### src/rtl/hzd_pkg.sv
package hzd_pkg;
  // Number of source operands examined per instruction.
  localparam int unsigned NUM_SRC = 2;
  // Number of older in-flight slots compared (decode/execute, execute/memory).
  localparam int unsigned NUM_OLDER = 2;
  // Index of each older slot inside the comparison arrays.
  localparam int unsigned SLOT_DX = 0;
  localparam int unsigned SLOT_XM = 1;
endpackage

### src/rtl/hzd_match.sv
module hzd_match #(
  parameter int unsigned REG_AW = 5
) (
  input  logic [REG_AW-1:0] src,
  input  logic              src_used,
  input  logic              slot_valid,
  input  logic              slot_wr,
  input  logic [REG_AW-1:0] slot_dst,
  output logic              hit
);
  logic live_dst;

  // A slot only produces a value if it is real, writes, and does not target r0.
  always_comb begin
    live_dst = slot_valid && slot_wr && (slot_dst != '0);
    hit      = src_used && live_dst && (src == slot_dst);
  end
endmodule

### src/rtl/hzd_slot.sv
module hzd_slot #(
  parameter int unsigned REG_AW = 5
) (
  input  logic              clk,
  input  logic              rst,
  input  logic              load_nop,
  input  logic              in_valid,
  input  logic              in_wr,
  input  logic [REG_AW-1:0] in_dst,
  output logic              q_valid,
  output logic              q_wr,
  output logic [REG_AW-1:0] q_dst
);
  always_ff @(posedge clk) begin
    if (rst || load_nop) begin
      q_valid <= 1'b0;
      q_wr    <= 1'b0;
      q_dst   <= '0;
    end else begin
      q_valid <= in_valid;
      q_wr    <= in_valid && in_wr;
      q_dst   <= in_valid ? in_dst : '0;
    end
  end
endmodule

### src/rtl/hzd_interlock.sv
module hzd_interlock
  import hzd_pkg::*;
#(
  parameter int unsigned REG_AW = 5
) (
  input  logic              clk,
  input  logic              rst,
  input  logic              fd_valid,
  input  logic [REG_AW-1:0] fd_src1,
  input  logic              fd_use1,
  input  logic [REG_AW-1:0] fd_src2,
  input  logic              fd_use2,
  input  logic [REG_AW-1:0] fd_dst,
  input  logic              fd_wr,
  output logic              pc_we,
  output logic              fd_we,
  output logic              dx_bubble,
  output logic              dx_valid,
  output logic [REG_AW-1:0] dx_dst,
  output logic              dx_wr,
  output logic              xm_valid,
  output logic [REG_AW-1:0] xm_dst,
  output logic              xm_wr
);
  localparam int unsigned NUM_CMP = NUM_SRC * NUM_OLDER;

  logic [REG_AW-1:0] src_a   [NUM_SRC];
  logic              use_a   [NUM_SRC];
  logic [REG_AW-1:0] old_dst [NUM_OLDER];
  logic              old_val [NUM_OLDER];
  logic              old_wr  [NUM_OLDER];
  logic [NUM_CMP-1:0] hits;
  logic              hazard;

  always_comb begin
    src_a[0] = fd_src1;
    src_a[1] = fd_src2;
    use_a[0] = fd_use1;
    use_a[1] = fd_use2;
    old_dst[SLOT_DX] = dx_dst;
    old_val[SLOT_DX] = dx_valid;
    old_wr[SLOT_DX]  = dx_wr;
    old_dst[SLOT_XM] = xm_dst;
    old_val[SLOT_XM] = xm_valid;
    old_wr[SLOT_XM]  = xm_wr;
  end

  // One comparator per (source field, older slot) pair.
  for (genvar s = 0; s < NUM_SRC; s++) begin : g_src
    for (genvar o = 0; o < NUM_OLDER; o++) begin : g_old
      hzd_match #(.REG_AW(REG_AW)) u_match (
        .src        (src_a[s]),
        .src_used   (use_a[s]),
        .slot_valid (old_val[o]),
        .slot_wr    (old_wr[o]),
        .slot_dst   (old_dst[o]),
        .hit        (hits[s*NUM_OLDER+o])
      );
    end
  end

  always_comb begin
    hazard    = fd_valid && (|hits);
    dx_bubble = hazard;
    pc_we     = !hazard;
    fd_we     = !hazard;
  end

  // Shadow of the decode/execute latch: takes a nop on a hazard.
  hzd_slot #(.REG_AW(REG_AW)) u_dx (
    .clk      (clk),
    .rst      (rst),
    .load_nop (hazard),
    .in_valid (fd_valid),
    .in_wr    (fd_wr),
    .in_dst   (fd_dst),
    .q_valid  (dx_valid),
    .q_wr     (dx_wr),
    .q_dst    (dx_dst)
  );

  // Shadow of the execute/memory latch: always advances.
  hzd_slot #(.REG_AW(REG_AW)) u_xm (
    .clk      (clk),
    .rst      (rst),
    .load_nop (1'b0),
    .in_valid (dx_valid),
    .in_wr    (dx_wr),
    .in_dst   (dx_dst),
    .q_valid  (xm_valid),
    .q_wr     (xm_wr),
    .q_dst    (xm_dst)
  );

  // a bubble cycle leaves an inert nop in decode/execute.
  a_r7_bubble_is_nop: assert property (@(posedge clk) disable iff (rst)
    dx_bubble |=> (!dx_valid && !dx_wr && dx_dst == '0));

  // an accepted instruction appears in decode/execute next cycle.
  a_r8_accept_captured: assert property (@(posedge clk) disable iff (rst)
    (fd_valid && fd_we) |=> (dx_valid && dx_dst == $past(fd_dst) && dx_wr == $past(fd_wr)));

  // execute/memory follows decode/execute by one cycle.
  a_r8_xm_follows_dx: assert property (@(posedge clk) disable iff (rst)
    1'b1 |=> (xm_valid == $past(dx_valid) && xm_dst == $past(dx_dst) && xm_wr == $past(dx_wr)));

  // no stall without an instruction in fetch/decode.
  a_r5_idle_no_stall: assert property (@(posedge clk) disable iff (rst)
    !fd_valid |-> (pc_we && fd_we && !dx_bubble));

  // with inputs held, a stall never lasts beyond two cycles.
  a_r9_stall_bounded: assert property (@(posedge clk) disable iff (rst)
    (dx_bubble && $past(dx_bubble) && $stable(fd_src1) && $stable(fd_src2)) |=> !dx_bubble
      || !$stable(fd_src1) || !$stable(fd_src2) || !$stable(fd_use1) || !$stable(fd_use2));

  // reset empties both slots.
  a_r10_reset_empties: assert property (@(posedge clk)
    rst |=> (!dx_valid && !xm_valid && !dx_bubble));
endmodule

### config.mk
export PLATFORM = sky130hd
export DESIGN_NAME = hzd_interlock
export DESIGN_NICKNAME = d
export VERILOG_FILES = /design/src/rtl/hzd_pkg.sv /design/src/rtl/hzd_match.sv /design/src/rtl/hzd_slot.sv /design/src/rtl/hzd_interlock.sv
export SDC_FILE = /design/constraint.sdc
export NUM_CORES = 1
export LEC_CHECK = 0
export BUFFER_PORTS_ARGS = -buffer_cell sky130_fd_sc_hd__buf_2
export CAP_MARGIN = 5
export CORE_MARGIN = 2
export CORE_UTILIZATION = 45
export DETAILED_ROUTE_END_ITERATION = 7
export GPL_TIMING_DRIVEN = 0
export MAX_ROUTING_LAYER = met4
export PLACE_DENSITY = 0.81
export SYNTH_ARGS = -nofsm -noshare
export SYNTH_HDL_FRONTEND = slang
export SYNTH_SLANG_ARGS = --single-unit
### constraint.sdc
create_clock -name clk -period 5.89 [get_ports clk]
set_clock_uncertainty 0.05 [all_clocks]
set_input_delay 1.178 -clock clk [delete_from_list [all_inputs] [get_ports clk]]
set_output_delay 1.178 -clock clk [all_outputs]
set_load 0.01 [all_outputs]
Word level (Yosys, flattened, before mapping)
Index checks and enable logic that the tools add are counted.

Logic and storage cells: 33. Output and inout bits: 17. Memory bits (read-only): 0. Flip-flop bits (word level): 14. Bits in writable memories: 0. Memories: 0. Bits of input ports: 21. Latch bits: 0.

Equality and inequality tests: 4. Add/subtract/negate cells: 0. Order comparisons: 0. Shift-type cells: 0. Divide/modulo/power cells: 0. Reduce and logical (&&, ||, !) cells: 21. Multiplexer cells: 0. Bitwise operators: 2. $mul: 0.

Operator list (number): $eq A5 B5 Y1 (4); $logic_and A1 B1 Y1 (14); $reduce_bool A5 Y1 (2); $reduce_or A2 Y1 (2); $reduce_or A4 Y1 (1); $not A1 Y1 (2); $logic_not A1 Y1 (1); $logic_or A1 B1 Y1 (1).

Depth between registers and ports, before layout
Depth after elaboration: 8. Depth in mapped cells: 6. Depth with buffers taken out: 5.

Cells and area by module
From an unflattened synthesis, not the netlist that was laid out.

Cells, all modules: 72. Area total of the unflattened synthesis: 757.0 µm².

By module, submodules not included: hzd_slot (instances 2, area each 222.7 µm², cells each 14); hzd_match (instances 4, area each 70.1 µm², cells each 10); hzd_interlock (instances 1, area each 31.3 µm², cells each 4).

Least setup slack after synthesis
Ideal clock, no wire load.

Kind: input -> output. Start: in fd_src2[0]. End: out pc_we. Data required time: 4.662 ns. Path buffers: 1. Slack: 2.530 ns. Stages: 6. Arrival time: 2.132 ns. Path through: xnor2_1 -> nand4_1 -> o22ai_1 -> a22oi_4 -> nand2b_1 -> buf_4.

Longest elaborated chain between the ends: 5. Elaborated cells on any way between the ends: 7. Classes of those cells: eq/ne: 2; reduce/logical: 5.

RTL lines: from (decl) (line hzd_interlock.sv:11) `input logic [REG_AW-1:0] fd_src2,`; $eq A5 B5 Y1 (line hzd_match.sv:16) `hit = src_used && live_dst && (src == slot_dst);`; $logic_and A1 B1 Y1 (line hzd_match.sv:16); $reduce_or A4 Y1 (*) (line hzd_interlock.sv:63) `hazard = fd_valid && (|hits);`; $logic_and A1 B1 Y1 (*) (line hzd_interlock.sv:63); $logic_not A1 Y1 (*); to (decl) (line hzd_interlock.sv:15) `output logic pc_we,`.

Every way passes the cells marked *; elsewhere a longest branch is shown, timed or not.

Worst setup path in the final report
Start: in fd_src1[0]. End: out pc_we.

Longest elaborated chain between the ends: 5. Elaborated cells on any way between the ends: 7. Classes of those cells: eq/ne: 2; reduce/logical: 5.

RTL lines: from (decl) (line hzd_interlock.sv:9) `input logic [REG_AW-1:0] fd_src1,`; $eq A5 B5 Y1 (line hzd_match.sv:16); $logic_and A1 B1 Y1 (line hzd_match.sv:16); $reduce_or A4 Y1 (*) (line hzd_interlock.sv:63); $logic_and A1 B1 Y1 (*) (line hzd_interlock.sv:63); $logic_not A1 Y1 (*) (line hzd_interlock.sv:65) `pc_we = !hazard;`.

Marked as above.

==> flow_summary_export.csv <==
group,metric,value,unit
pwr,powerDensity,197.3,nW/um^2
clocking,path_clk_slew,0.08,ns
pwr,power.leakage,0.4599,nW
routing,drc,0,
pwr,switching_power,0.00004122,W
job,drv_cap,0,
cells_and_area,area_growth_syn_to_layout,33.52,%
worst_setup_path,cp_slowest_stage_delay,0.25,ns
clocking,insertion_delay,0.27,ns
global_routing,first_global_vias,559,
synth,yosys-top-cells-area,"dfxtp_1 (41%), xnor2_1 (26%), and2_1 (6.5%)",
routing,wl_per_cell,11.75,um
pwr,switching_share,0.2316,
cells_and_area,diodes,0,
worst_setup_path,crit_top_cell,"buf_2",
worst_setup_path,cp_max_fo,9,
pwr,internal-power,0.0001368,W
clocking,cts-resized-gates,0,
clocking,h-tree-depth,1,
routing,vias_per_cell,4.869,
timing,period_minus_slack,3.687,ns
global_routing,gr-total-overflow,0,
clocking,ctsHoldBuffers,0,
routing,routed.top_layer,"met4",
place,pre_cts_slack,2.179,ns
routing,wl_met1,632,um
timing,slew_viol_final,0,
synth,yosysUniqueCellTypes,13,
worst_setup_path,critical_path_depth,8,
global_routing,grt_start_max_net_pins,10,
routing,wl_met3,120,um
worst_setup_path,required,4.66,ns
routing,wl_met2,659,um
pwr,p_seq_frac,0.565,
timing,period_share,0.6260,
cells_and_area,fillers,123,
synth,seq_area_frac_synth,0.4148,
min_path,hold_depth,1,
pwr,clkPwrFrac,0.279,
clocking,clock_path_buffers,2,
clocking,post_cts_buffers,0,
synth,syn_area_per_cell,10.08,um^2
worst_setup_path,path_delay_family,"compound AO/OA/AOI/OAI gates",
worst_setup_path,critPathBufInv,3,
cells_and_area,multi_input_area,387.9,um^2
global_routing,antenna_found_initial,0,
cells_and_area,layout_commonest_cell,"buf_2",
timing,clock.fmax,0.2712,GHz
worst_setup_path,setup.worst_path.class,"input port to output port",
routing,via_count,594,
pwr,peakVddDrop,0.1343,mV
floorplanning,coreArea,1350,um^2
floorplanning,die_w,42.75,um
synth,synth_top_cell_area_share,0.4148,
floorplanning,dieArea,1828,um^2
outcome,status,"complete, no violations",
min_path,hold_class,"flip-flop to flip-flop",
worst_setup_path,cp_slowest_cell,"o22ai_1",
synth,yosys_warnings,0,
worst_setup_path,reg2regPathDepth,4,
place,place_hpwl,1188,um
synth,syn_inst,67,
floorplanning,rows,13,
place,io_buffers,37,
clocking,cts_buffers,3,
routing,drt-pass1-iter-count,4,
timing,rsz0062_at_grt,"no",
synth,syn_nets,88,
cells_and_area,final_cell_mix,"buf_2 (37), xnor2_1 (20), dfxtp_1 (14), and2_1 (7), and3_1 (6)",
synth,syn_area,675.6,um^2
timing,finalHoldViolations,0,
timing,layout_setup_ws,2.203,ns
clocking,cts.sinks,14,
timing,setup_viol,0,
cells_and_area,seq_area,280.3,um^2
cells_and_area,fin_nets,130,
global_routing,grt_use_total,0.1668,
timing,tightest_slew,0.3398,ns
worst_setup_path,critPathCaptureType,"output port",
global_routing,grt_first_pass_wirelength,2214,um
routing,routed_wl,1433,um
synth,yosysTopAreaCell,"dfxtp_1",
timing,final.setup.tns,0,ns
cells_and_area,drive_above_1_share,0.3925,
place,place.gp.congestion,0.9179,
clocking,cts-root-buf,"clkbuf_4",
clocking,cts_tree,"yes",
pwr,p_comb_frac,0.156,
routing,ant_nets,0,
worst_setup_path,crit_path_cell_trace,"buf_2 > xnor2_1 > nand4_1 > o22ai_1 > a22oi_4 > nand2b_1 > buf_4 > buf_2",
floorplanning,initial_core_util,0.5005,
floorplanning,io_pins,38,
floorplanning,dieHeight,42.75,um
synth,ys_ff_latch,14,
routing,drtIter0Drc,6,
timing,slew_headroom,0.7730,
worst_setup_path,cp.arrival,2.46,ns
worst_setup_path,startpoint_type,"input port",
worst register-to-register path, stage by stage (launching register included):
cell and delay, ns:
dfxtp_1 0.38, or3_1 0.38, o311a_1 0.34, a22oi_4 0.27
and3_1 0.19
layer usage:
| metal | global-route usage | vias to the layer above |
|---|---|---|
| li1 | - | 312 |
| met3 | 0.02553 | 2 |
| met4 | 0.09375 | 0 |
| met1 | 0.1849 | 246 |
| met2 | 0.2818 | 34 |
| met5 | - | - |
stage by stage:
step / instance area [um^2] / hold slack, ns / cells / utilization / power [W]
global placement: 879.6 / 0.4244 / 119 / 0.6515 / 0.0001303
floorplan: 675.6 / 0.4617 / 67 / - / 0.0001170
CTS: 902.1 / 0.4328 / 122 / 0.6682 / 0.0001800
detailed placement: 879.6 / 0.4174 / 119 / 0.6515 / 0.0001308
finish: 902.1 / 0.4315 / 122 / 0.6682 / 0.0001780
global route: 902.1 / 0.4631 / 122 / 0.6682 / 0.0001867
cell usage after synthesis:
| cell type | n |
|---|---|
| a22oi_4 | 1 |
| and2_1 | 7 |
| and3_1 | 6 |
| buf_4 | 1 |
| dfxtp_1 | 14 |
| nand2_1 | 4 |
| nand2b_1 | 1 |
| nand4_1 | 4 |
| nor2b_1 | 3 |
| o22ai_1 | 2 |
| o311a_1 | 2 |
| or3_1 | 2 |
| xnor2_1 | 20 |
cell type report:
type | instances | area share
tap | 15 | 0.02080
timing repair buffer | 37 | 0.2053
multi-input combinational | 52 | 0.4300
clock buffer | 3 | 0.02497
buffer | 1 | 0.008322
sequential | 14 | 0.3107
cell families after synthesis:
group                  count (synthesis)  share of synthesized area
AO/OA/AOI/OAI                          5                    0.07963
XOR/XNOR                              20                     0.2593
buffers and inverters                  1                    0.01112
flip-flops                            14                     0.4148
AND/OR/NAND/NOR                       27                     0.2352
state kept, by name, indices dropped and copies added (netlist names):
signal,flops
u_xm.q_dst,5
u_dx.q_wr,1
u_dx.q_valid,1
u_xm.q_wr,1
u_dx.q_dst,5
u_xm.q_valid,1
final timing paths:
kind | startpoint | endpoint | slack, ns
worst max-delay path | fd_src1[0] | pc_we | 2.20
worst min-delay path | u_dx.q_wr | u_xm.q_wr | 0.43
worst max register to register | u_dx.q_dst[0] | u_dx.q_wr | 4.22
worst min register to register | u_dx.q_wr | u_xm.q_wr | 0.43
power by group through the flow:
stage	clock network, W	logic [W]	registers [W]
floorplan	0	0.0000135	0.000103
global placement	0	0.0000273	0.000103
detailed placement	0	0.0000279	0.000103
CTS	0.0000513	0.0000280	0.000101
global route	0.0000548	0.0000308	0.000101
finish	0.0000496	0.0000277	0.000101
No activity file was read; power rests on OpenSTA's default activity.
